--- config.mk ---
export PLATFORM = sky130hd
export DESIGN_NAME = burst_window_slave
export DESIGN_NICKNAME = d
export VERILOG_FILES = /design/src/rtl/burst_window_pkg.sv /design/src/rtl/bws_window_decode.sv /design/src/rtl/bws_word_assembler.sv /design/src/rtl/bws_resp_reg.sv /design/src/rtl/burst_window_slave.sv
export SDC_FILE = /design/constraint.sdc
export NUM_CORES = 1
export LEC_CHECK = 0
export BUFFER_PORTS_ARGS = -buffer_cell sky130_fd_sc_hd__buf_2
export CAP_MARGIN = 20
export CORE_MARGIN = 1.5
export CORE_UTILIZATION = 43
export DETAILED_ROUTE_END_ITERATION = 8
export GPL_TIMING_DRIVEN = 0
export PLACE_DENSITY = 0.72
export SYNTH_ARGS = -nofsm -noshare
export SYNTH_HDL_FRONTEND = slang
export SYNTH_SLANG_ARGS = --single-unit
--- constraint.sdc ---
create_clock -name clk -period 2.4 [get_ports clk]
set_input_delay 0.12 -clock clk [delete_from_list [all_inputs] [get_ports clk]]
set_output_delay 0.12 -clock clk [all_outputs]
set_load 0.03 [all_outputs]
--- src/rtl/burst_window_pkg.sv ---
// burst_window_pkg
// Shared constants and helpers for the burst register window collector.
// Assumes addresses fit in 32 bits.
package burst_window_pkg;

    typedef logic [31:0] addr32_t;

    // Lower bound of window number idx.
    function automatic addr32_t window_lo(input addr32_t base, input addr32_t stride,
                                          input int unsigned idx);
        return base + addr32_t'(idx) * stride;
    endfunction

    // True when addr lies in [lo, lo + span).
    function automatic logic in_window(input addr32_t addr, input addr32_t lo,
                                       input addr32_t span);
        return (addr >= lo) && (addr < lo + span);
    endfunction

    // Width of a counter that indexes n items, at least one bit.
    function automatic int unsigned idx_width(input int unsigned n);
        return (n > 1) ? $clog2(n) : 1;
    endfunction

endpackage

--- src/rtl/bws_window_decode.sv ---
// bws_window_decode
// Compares the beat address against every reserved window and reports a
// one-hot hit vector plus a miss flag. Purely combinational.
// Assumes windows do not overlap and ADDR_W <= 32.
module bws_window_decode
    import burst_window_pkg::*;
#(
    parameter int unsigned ADDR_W     = 20,
    parameter int unsigned NUM_WIN    = 2,
    parameter logic [31:0] WIN_BASE   = 32'h0001_0000,
    parameter logic [31:0] WIN_STRIDE = 32'h0000_0200,
    parameter logic [31:0] WIN_SPAN   = 32'h0000_0100
) (
    input  logic [ADDR_W-1:0]  addr,
    output logic [NUM_WIN-1:0] hit,
    output logic               miss
);

    addr32_t addr_ext;

    // Widen the address once for all comparisons.
    always_comb addr_ext = addr32_t'(addr);

    for (genvar i = 0; i < NUM_WIN; i++) begin : g_cmp
        localparam addr32_t LO = window_lo(WIN_BASE, WIN_STRIDE, i);
        // Range compare for window i.
        always_comb hit[i] = in_window(addr_ext, LO, WIN_SPAN);
    end

    // A miss is a beat that no window claims.
    always_comb miss = ~|hit;

endmodule

--- src/rtl/bws_word_assembler.sv ---
// bws_word_assembler
// Gathers WORDS data words for one window in arrival order. The n-th
// write after a request boundary goes to slot n. After the last slot is
// filled the request is held and offered until the consumer accepts it.
// Assumes wr_en is only raised while busy is low.
module bws_word_assembler
    import burst_window_pkg::*;
#(
    parameter int unsigned DATA_W = 32,
    parameter int unsigned WORDS  = 4
) (
    input  logic                    clk,
    input  logic                    rst_n,
    input  logic                    wr_en,
    input  logic [DATA_W-1:0]       wr_data,
    output logic                    busy,
    output logic                    req_valid,
    input  logic                    req_ready,
    output logic [WORDS*DATA_W-1:0] req_data
);

    localparam int unsigned CNT_W = idx_width(WORDS);
    localparam logic [CNT_W-1:0] LAST = CNT_W'(WORDS - 1);

    logic [CNT_W-1:0]  cnt_q;
    logic              full_q;
    logic              take;
    logic [DATA_W-1:0] slot_q [WORDS];

    // A beat is taken only when no finished request is waiting.
    always_comb take = wr_en & ~full_q;

    // Word counter and request-held flag.
    always_ff @(posedge clk) begin
        if (!rst_n) begin
            cnt_q  <= '0;
            full_q <= 1'b0;
        end else begin
            if (full_q && req_ready) begin
                full_q <= 1'b0;
            end
            if (take) begin
                if (cnt_q == LAST) begin
                    cnt_q  <= '0;
                    full_q <= 1'b1;
                end else begin
                    cnt_q <= cnt_q + 1'b1;
                end
            end
        end
    end

    for (genvar k = 0; k < WORDS; k++) begin : g_slot
        // Capture the beat into the slot selected by the arrival count.
        always_ff @(posedge clk) begin
            if (take && (cnt_q == CNT_W'(k))) begin
                slot_q[k] <= wr_data;
            end
        end
        // Lay the slot out in the flat request word.
        always_comb req_data[k*DATA_W +: DATA_W] = slot_q[k];
    end

    // Hold state drives both the back-pressure and the offer.
    always_comb begin
        busy      = full_q;
        req_valid = full_q;
    end

endmodule

--- src/rtl/bws_resp_reg.sv ---
// bws_resp_reg
// Registers a one-cycle response for every accepted write beat and marks
// beats that hit no window as errors.
// Assumes beat_miss is only meaningful when beat_accept is high.
module bws_resp_reg (
    input  logic clk,
    input  logic rst_n,
    input  logic beat_accept,
    input  logic beat_miss,
    output logic rsp_valid,
    output logic rsp_err
);

    // One response per accepted beat, one cycle later.
    always_ff @(posedge clk) begin
        if (!rst_n) begin
            rsp_valid <= 1'b0;
            rsp_err   <= 1'b0;
        end else begin
            rsp_valid <= beat_accept;
            rsp_err   <= beat_accept & beat_miss;
        end
    end

endmodule

--- src/rtl/burst_window_slave.sv ---
// burst_window_slave
// Write-only slave that turns writes into fixed-size requests, one
// assembler per reserved window. Offsets inside a window are ignored;
// arrival order sets word position. Writes to a window whose request is
// pending are back-pressured; writes outside every window get an error.
// Assumes address and data arrive together on one beat.
module burst_window_slave
    import burst_window_pkg::*;
#(
    parameter int unsigned ADDR_W     = 20,
    parameter int unsigned DATA_W     = 32,
    parameter int unsigned WORDS      = 4,
    parameter int unsigned NUM_WIN    = 2,
    parameter logic [31:0] WIN_BASE   = 32'h0001_0000,
    parameter logic [31:0] WIN_STRIDE = 32'h0000_0200,
    parameter logic [31:0] WIN_SPAN   = 32'h0000_0100
) (
    input  logic                            clk,
    input  logic                            rst_n,
    input  logic                            wr_valid,
    output logic                            wr_ready,
    input  logic [ADDR_W-1:0]               wr_addr,
    input  logic [DATA_W-1:0]               wr_data,
    output logic                            rsp_valid,
    output logic                            rsp_err,
    output logic [NUM_WIN-1:0]              req_valid,
    input  logic [NUM_WIN-1:0]              req_ready,
    output logic [NUM_WIN*WORDS*DATA_W-1:0] req_data
);

    localparam int unsigned REQ_W = WORDS * DATA_W;

    logic [NUM_WIN-1:0] hit;
    logic               miss;
    logic [NUM_WIN-1:0] busy;
    logic [NUM_WIN-1:0] win_wr;
    logic               accept;

    bws_window_decode #(
        .ADDR_W    (ADDR_W),
        .NUM_WIN   (NUM_WIN),
        .WIN_BASE  (WIN_BASE),
        .WIN_STRIDE(WIN_STRIDE),
        .WIN_SPAN  (WIN_SPAN)
    ) u_decode (
        .addr(wr_addr),
        .hit (hit),
        .miss(miss)
    );

    // Ready unless the addressed window still holds an unclaimed request.
    always_comb begin
        wr_ready = miss | (|(hit & ~busy));
        accept   = wr_valid & wr_ready;
        win_wr   = {NUM_WIN{wr_valid}} & hit & ~busy;
    end

    for (genvar i = 0; i < NUM_WIN; i++) begin : g_win
        bws_word_assembler #(
            .DATA_W(DATA_W),
            .WORDS (WORDS)
        ) u_asm (
            .clk      (clk),
            .rst_n    (rst_n),
            .wr_en    (win_wr[i]),
            .wr_data  (wr_data),
            .busy     (busy[i]),
            .req_valid(req_valid[i]),
            .req_ready(req_ready[i]),
            .req_data (req_data[i*REQ_W +: REQ_W])
        );
    end

    bws_resp_reg u_resp (
        .clk        (clk),
        .rst_n      (rst_n),
        .beat_accept(accept),
        .beat_miss  (miss),
        .rsp_valid  (rsp_valid),
        .rsp_err    (rsp_err)
    );

endmodule

# ---- Yosys cells after proc, flatten, opt, wreduce, memory -nomap -nowiden
# Memories as Yosys holds them, arrays and structs flattened.
# Cells that the tools add are included.
dict set report totals {
  register_bits 8
  mem_bits_rw 256
  in_bits 57
  out_inout_bits 261
  word_cells 96
  n_memories 2
}
dict set report classes {
  n_addsub 2
  order_cmp 4
  eq_ne 6
  n_mux 42
  bitwise_logic 11
  n_reduce_logical 23
}
# memory words width read_ports rd_ports_with_merged_regs write_ports line
set memory_table {}
lappend memory_table {{g_win[0].u_asm.slot_q} 4 32 4 0 1 bws_word_assembler.sv:28} ;# logic [DATA_W-1:0] slot_q [WORDS];
lappend memory_table {{g_win[1].u_asm.slot_q} 4 32 4 0 1 bws_word_assembler.sv:28}
# cell count
set op_table {}
lappend op_table {{2-to-1 mux 32 bit} 6}
lappend op_table {{OR reduction 32 bit} 6}
lappend op_table {{greater-or-equal comparator 20 x 17 -> 1 bit (second input constant)} 2}
lappend op_table {{less-than comparator 20 x 17 -> 1 bit (second input constant)} 2}
lappend op_table {{2-to-1 mux 1 bit} 28}
lappend op_table {{2-to-1 mux 2 bit} 8}
lappend op_table {{logical AND 1 bit} 12}
lappend op_table {{== test 2 bit (second input constant)} 4}
lappend op_table {{AND 2 bit} 3}
lappend op_table {{adder 2 x 1 -> 2 bit (second input constant)} 2}
lappend op_table {{AND 1 bit} 4}
lappend op_table {{== test 2 x 1 -> 1 bit (second input constant)} 2}
lappend op_table {{zero test 2 bit} 2}
lappend op_table {{OR reduction 2 bit} 2}
lappend op_table {{NOT 1 bit} 2}
lappend op_table {{NOT 2 bit} 1}
lappend op_table {{zero test 1 bit} 1}
lappend op_table {{OR 1 bit} 1}

# ---- Longest topological paths before layout
# Gate-level depths: netlist (run 1).
dict set report logic_depth {
  word_depth 12
  ltp_mapped 4
  ltp_nobuf 4
}

# ---- Cells and area by module
# From an unflattened synthesis (run 1), not the netlist that was laid out.
dict set report unflattened {
  cells_unflattened 318
  area_unflattened_um2 8282.9
}
# module n_inst cells_each area_per_inst_um2
set by_module_without_submodules {}
lappend by_module_without_submodules {bws_word_assembler 2 150 4062.6}
lappend by_module_without_submodules {bws_window_decode 1 8 57.6}
lappend by_module_without_submodules {bws_resp_reg 1 4 52.6}
lappend by_module_without_submodules {burst_window_slave 1 6 47.5}

# ---- Worst setup path after synthesis (run 1)
# Ideal clock, no wire load.
dict set report synth_path {
  kind {reg-to-reg}
  startpoint {register g_win[1].u_asm.full_q}
  endpoint {memory g_win[1].u_asm.slot_q[3][0] (enable)}
  setup_time_ns 0.374
  t_arrival_ns 1.293
  required_time_ns 2.026
  path_slack_ns 0.733
  path_stages_with_launch 5
  n_path_buf 1
  synth_period_minus_slack_ns 1.667
  path_cell_list {dfxtp_1 > and3b_1 > and4_1 > buf_6 > and2_2}
}
dict set report synth_between {
  elab_chain_len 10
}
# item line
set synth_lines {}
lappend synth_lines {{start: declaration} bws_word_assembler.sv:26} ;# logic full_q;
lappend synth_lines {{start signal: assignment} bws_word_assembler.sv:37} ;# full_q <= 1'b0;
lappend synth_lines {{start signal: assignment} bws_word_assembler.sv:40} ;# full_q <= 1'b0;
lappend synth_lines {{start signal: assignment} bws_word_assembler.sv:45} ;# full_q <= 1'b1;
lappend synth_lines {{NOT 2 bit} burst_window_slave.sv:55} ;# win_wr = {NUM_WIN{wr_valid}} & hit & ~busy;
lappend synth_lines {{AND 2 bit} burst_window_slave.sv:55}
lappend synth_lines {{AND 1 bit *} bws_word_assembler.sv:31} ;# always_comb take = wr_en & ~full_q;
lappend synth_lines {{logical AND 1 bit} bws_word_assembler.sv:56} ;# if (take && (cnt_q == CNT_W'(k))) begin
lappend synth_lines {{2-to-1 mux 1 bit} bws_word_assembler.sv:56}
lappend synth_lines {{2-to-1 mux 1 bit (implied by the code)} bws_word_assembler.sv:57} ;# slot_q[k] <= wr_data;
lappend synth_lines {{OR reduction 32 bit (no source line)} n/a}
lappend synth_lines {{2-to-1 mux 2 bit (no source line) or 2-to-1 mux 1 bit (tied branches) (3 in series)} n/a}
lappend synth_lines {{end: declaration} bws_word_assembler.sv:28}
# Every way passes the cells marked *; elsewhere a longest branch is shown, timed or not.

# ---- Worst setup path in the final report (run 1)
dict set report layout_path {
  startpoint {register g_win[0].u_asm.full_q}
  endpoint {memory g_win[0].u_asm.slot_q[3][30] (enable)}
}
dict set report layout_between {
  elab_chain_len 10
}
# item line
set layout_lines {}
lappend layout_lines {{start: declaration} bws_word_assembler.sv:26}
lappend layout_lines {{start signal: assignment} bws_word_assembler.sv:37}
lappend layout_lines {{start signal: assignment} bws_word_assembler.sv:40}
lappend layout_lines {{start signal: assignment} bws_word_assembler.sv:45}
lappend layout_lines {{NOT 2 bit} burst_window_slave.sv:55}
lappend layout_lines {{AND 2 bit} burst_window_slave.sv:55}
lappend layout_lines {{AND 1 bit *} bws_word_assembler.sv:31}
lappend layout_lines {{logical AND 1 bit} bws_word_assembler.sv:56}
lappend layout_lines {{2-to-1 mux 1 bit} bws_word_assembler.sv:56}
lappend layout_lines {{2-to-1 mux 1 bit (implied by the code)} bws_word_assembler.sv:57}
lappend layout_lines {{OR reduction 32 bit (no source line)} n/a}
lappend layout_lines {{2-to-1 mux 2 bit (no source line) or 2-to-1 mux 1 bit (tied branches) (3 in series)} n/a}
lappend layout_lines {{end: declaration} bws_word_assembler.sv:28}
# Marks and branches as above.

==> results of run 1 <==
==> final timing paths <==
check                                from                           end  slack [ns]  depth (start not counted)
setup / recovery      g_win[0].u_asm.busy  g_win[0].u_asm.slot_q[3][30]        0.26                          4
hold / removal                      rst_n           g_win[0].u_asm.busy        0.02                          3
setup reg to reg      g_win[0].u_asm.busy  g_win[0].u_asm.slot_q[3][30]        0.26                          4
hold reg to reg   g_win[1].u_asm.cnt_q[0]       g_win[1].u_asm.cnt_q[0]        0.52                          2
==> cell usage after synthesis <==
cell      number
mux2i_1        4
clkbuf_1       1
edfxtp_1     256
nor4_4         1
buf_6          2
nor4b_4        1
buf_4          2
nand2_1        9
nor2b_1        1
inv_1          4
and3b_1        3
ha_1           8
nor2_1         2
mux2_2         1
and4_1         2
nand4_1        1
a31oi_1        1
dfxtp_1        8
and2_2         8
nor3_1         1
a31o_1         2
nor3b_1        1
==> critical path, stage by stage (launching register included) <==
cell	delay (ns)
dfxtp_1	0.34
nor3b_1	0.18
and4_1	0.22
buf_6	0.12
and2_2	0.86
==> placed cells by master, fill, tap and decap left out <==
cell type	instances
clkinv_4	1
and3b_1	3
and4_1	2
nor3_1	1
inv_1	4
clkbuf_16	27
a31o_1	2
bufinv_16	3
nor2_1	2
nor4_4	1
nand2_1	9
buf_12	3
buf_6	2
dlygate4sd3_1	35
and2_2	8
ha_1	8
buf_2	309
clkinv_1	7
clkbuf_1	3
nor3b_1	1
dfxtp_1	8
nor2b_1	1
mux2i_1	4
clkinv_2	8
a31oi_1	1
buf_4	2
edfxtp_1	256
nor4b_4	1
mux2_2	1
nand4_1	1
diode_2	1
==> routing by layer <==
layer  up-vias  GRT usage, %
met1      2317          22.1
li1       2019             -
met5         -             0
met3        33          3.81
met2       246          33.4
met4         0          6.40
==> through the flow <==
stage          hold slack [ns]  cell area [sq um]  total power, mW  utilization (%)
6_report                0.0167              11400             9.15             60.7
2_1_floorplan            0.219               8290             5.16                -
4_1_cts                0.00225              11400             9.20             60.4
3_5_place_dp             0.396              10200             5.26             54.0
3_3_place_gp             0.377              10200             5.25             54.0
5_1_grt                0.00957              11400             9.40             60.7
==> state kept, by name (all words and copies together), names as in the netlist <==
name and flops:
g_win.u_asm.busy 2, u_resp.rsp_err 1, u_resp.rsp_valid 1, g_win.u_asm.cnt_q 4
g_win.u_asm.slot_q 256
==> timing repair <==
| item | in CTS | in global routing |
|---|---|---|
| endpoints found under the hold margin | 258 | 0 |
| setup endpoints to repair | 0 | 0 |
| hold buffers | 35 | 0 |
==> power groups by stage <==
stage | Combinational [mW] | Sequential (mW) | Clock, mW
after floorplan | 0.00934 | 5.16 | 0
after global placement | 0.0991 | 5.15 | 0
after detailed placement | 0.111 | 5.15 | 0
after CTS | 0.156 | 5.05 | 4.00
after global routing | 0.171 | 5.05 | 4.18
final | 0.157 | 5.05 | 3.94
==> area by class of cell <==
type / count / area share [%]
inverter: 4 / 0.131
clock buffer: 29 / 5.98
buffer: 5 / 0.361
multi-input combinational: 46 / 3.42
tap: 260 / 2.85
antenna: 1 / 0.0219
sequential: 264 / 68.7
clock inverter: 19 / 1.45
timing repair buffer: 347 / 17.1
==> cells by family after synthesis <==
logic type	after synthesis
fa+ha+maj	8
buf+inv	9
compound gates	3
simple gates	30
mux	5
flops	264
==> flow_summary.yaml, run 1 <==
outcome:
  status: "completed"
pwr:
  irDropWorstVdd_mv: 0.566
  swShare_pct: 18.2
  p_seq_share_pct: 55.2
  comb_power_share_pct: 1.7
  p_sw_mw: 1.66
  leakage_nw: 4.37
  p_int_mw: 7.49
  cellPowerDensity_nw_per_um2: 801
  clkPwrFrac_pct: 43.1
detailed_routing:
  ant_nets: 0
  vias: 4615
  dr.pass1.iters: 4
  met3_length_um: 1290
  drt_wl_total_um: 19400
  drt-met1-wl_um: 7490
  wl_met2_um: 10200
  first_iter_violations: 212
  drc_errors: 0
  top_layer: "met4"
  detail_route.wl_per_cell_um: 19.9
  viasPerCell: 4.73
synthesis:
  yosys.area.top_type: "edfxtp_1"
  synth-compound-area-share_pct: 0.287
  synth.area.top_cells: "edfxtp_1 (93%), dfxtp_1 (1.9%), ha_1 (1.2%)"
  netlist_area_sq_um: 8290
  synthAdderAreaFrac_pct: 1.21
  syn-num-nets: 384
  synthSimpleGateAreaFrac_pct: 2.59
  ys_warn_count: 0
  yosys.area.top_type_share_pct: 92.7
  synth_cells: 319
  ys_ff_latch: 264
  synth_top_family_by_area: "simple AND/OR/NAND/NOR gates"
  synthDistinctLibCells: 22
  synthMuxAreaShare_pct: 0.618
  synthXorXnorAreaFrac_pct: 0
  yosysSeqAreaShare_pct: 94.6
  synth.avg_cell_area_sq_um: 26.0
floorplan:
  core_sq_um: 18800
  chipWidth_um: 142
  die_y_um: 142
  die-area_sq_um: 20100
  start_util_pct: 44.0
  ios: 318
  rows: 50
global_routing:
  first_global_vias: 4700
  antenna_found_initial: 0
  grt_use_total_pct: 18.5
  grt_max_degree: 33
  grt_pass1_wl_um: 27800
  gr-total-overflow: 0
cts:
  postCtsResizedCells: 0
  postCtsSetupBuffers: 0
  numCtsBuffers: 26
  cts_htree_levels: 1
  cts_tree: "yes"
  cts_sinks: 264
  cts-root-buf: "clkbuf_16"
  insertion_delay_ns: 0.50
  cts.path.max_buffers: 3
  clkTransAtPathRegs_ns: 0.06
cells_and_area:
  area_growth_pct: 37.8
  multi_input_area_sq_um: 390
  seq_area_sq_um: 7850
  nets: 759
  layout.cells.non_filler: 975
  drive_above_1_share_pct: 51.3
  fillers: 1325
placed_design:
  place_inst: 888
  place_ws_ns: 0.0109
  io_buffers: 309
  place_congestion: 0.759
  place_hpwl_um: 11500
critical_path:
  cp_max_fo: 32
  cp.required_ns: 2.52
  path_class: "reg2reg"
  critical_path.endpoint_type: "register"
  cp_data_arrival_time_ns: 2.26
  start_kind: "register"
sta:
  hold_viol: 0
  post-route-period-util_pct: 89.2
  fmax_mhz: 467
  fin_setup_tns_ns: 0
  period_needed_ns: 2.14
  worst_slack_ns: 0.259
  finalMaxSlewViolations: 0
  skew_ns: 0.0113
  rsz0062_at_grt: "no"
  slew_headroom_pct: 28.7
  worst_slew_pin_slew_ns: 1.07
  finalSetupViolations: 0
run:
  drv_cap: 0
min_path:
  worst_hold_path_type: "in2reg"
Power figures use the tool's default switching activity.
==> run 2, diff against run 1 <==
CTS_BUF_LIST = sky130_fd_sc_hd__clkbuf_4 sky130_fd_sc_hd__clkbuf_8   (was unset)
==> flow_summary.yaml, run 2 (synthesized netlist as in run 1, its figures left out) <==
sta:
  finalSetupViolations: 0
  rsz0062_at_grt: "no"
  post-route-period-util_pct: 89.4
  finalMaxSlewViolations: 0
  hold_viol: 0
  period_needed_ns: 2.14
  worst_slack_ns: 0.255
  fmax_mhz: 466
  fin_setup_tns_ns: 0
  worst_slew_pin_slew_ns: 1.07
  slew_headroom_pct: 28.5
  skew_ns: 0.0160
cts:
  postCtsSetupBuffers: 0
  cts_sinks: 264
  cts-root-buf: "clkbuf_8"
  cts_tree: "yes"
  postCtsHoldBufs: 39
  numCtsBuffers: 41
  postCtsResizedCells: 0
  insertion_delay_ns: 0.52
  cts_htree_levels: 2
  clkTransAtPathRegs_ns: 0.06
  cts.path.max_buffers: 3
pwr:
  cellPowerDensity_nw_per_um2: 761
  leakage_nw: 4.37
  irDropWorstVdd_mv: 0.395
placed_design:
  place_congestion: 0.759
  io_buffers: 309
  place_ws_ns: 0.0109
  place_hpwl_um: 11500
  dpl_cell_area_sq_um: 10200
cells_and_area:
  nets: 777
  post-route-util_pct: 60.3
  mostFrequentLayoutCell: "buf_2"
  largest-register: "g_win.u_asm.slot_q"
  fin_area_sq_um: 11400
  area_growth_pct: 36.9
  largest_reg_flops: 256
  multi_input_area_sq_um: 390
  drive_above_1_share_pct: 52.8
  n_antenna_cell: 0
  fillers: 1346
  seq_area_sq_um: 7850
  layout_common_cells: "buf_2 (309), edfxtp_1 (256), clkbuf_8 (42), dlygate4sd3_1 (39)"
global_routing:
  antenna_found_initial: 0
  first_global_vias: 4886
  grt_use_total_pct: 19.0
  grt_pass1_wl_um: 28400
  grt_max_degree: 33
  gr-total-overflow: 0
critical_path:
  path_class: "reg2reg"
  cp.required_ns: 2.52
  cp_data_arrival_time_ns: 2.27
  start_kind: "register"
  rrSetupSlack_ns: 0.26
  critical_path.endpoint_type: "register"
  cp_max_fo: 32
floorplan:
  core_sq_um: 18800
  ios: 318
  rows: 50
  die-area_sq_um: 20100
  chipWidth_um: 142
  die_y_um: 142
  start_util_pct: 44.0
detailed_routing:
  drt_wl_total_um: 19800
  vias: 4728
  drc_errors: 0
  detail_route.wl_per_cell_um: 19.7
  dr.pass1.iters: 5
  first_iter_violations: 225
  viasPerCell: 4.71
  ant_nets: 0
run:
  drv_cap: 0
outcome:
  status: "completed"
min_path:
  worst_hold_path_type: "in2reg"
-- run 2: changes by cell type in the layout (fill, tap and decap cells not counted), sizes merged --
| cell | before | now |
|---|---|---|
| dlygate4sd3 | 35 | 39 |
| clkinv | 16 | 19 |
| diode | 1 | 0 |
| clkinvlp | 0 | 2 |
| bufinv | 3 | 0 |
| buf | 316 | 315 |
| clkbuf | 30 | 54 |
-- run 2: per-stage QoR --
stage | cells | hold WS (ns) | power (mW)
3_3_place_gp | 888 | 0.377 | 5.25
2_1_floorplan | 319 | 0.219 | 5.16
5_1_grt | 1003 | 0.0226 | 8.91
4_1_cts | 1001 | 0.000946 | 8.71
3_5_place_dp | 888 | 0.396 | 5.26
6_report | 1003 | 0.0129 | 8.64
-- run 2: area by class of cell --
type,count,share of cell area (%)
buffer,5,0.364
timing repair buffer,350,17.4
sequential,264,69.1
clock inverter,21,0.881
inverter,4,0.132
multi-input combinational,46,3.44
clock buffer,53,5.82
tap,260,2.86
-- run 2: metal layers --
| metal | GRT usage, % | vias to the layer above | routed length [um] |
|---|---|---|---|
| li1 | - | 2052 | - |
| met1 | 21.9 | 2360 | 7670 |
| met2 | 33.9 | 271 | 10200 |
| met3 | 5.26 | 45 | 1330 |
| met4 | 7.43 | 0 | 529 |
| met5 | 0 | - | 0 |
-- run 2: critical path, stage by stage (launching register included) --
cell and delay (ns):
dfxtp_1 0.35, nor3b_1 0.18, and4_1 0.22, buf_6 0.12, and2_2 0.86
-- run 2: path summary, 6_finish.rpt --
kind,from,end,cells after the start
min,wr_addr[17],u_resp.rsp_valid,4
max,g_win[0].u_asm.busy,g_win[0].u_asm.slot_q[1][16],4
min reg2reg,g_win[1].u_asm.cnt_q[0],g_win[1].u_asm.cnt_q[0],2
max reg2reg,g_win[0].u_asm.busy,g_win[0].u_asm.slot_q[1][16],4
-- run 2: where the power goes --
part / internal (mW) / total (mW) / switching, mW
clock: 1.81 / 3.43 / 1.62
combinational: 0.0744 / 0.161 / 0.0866
sequential: 5.05 / 5.05 / 0.000528
total: 6.94 / 8.64 / 1.70
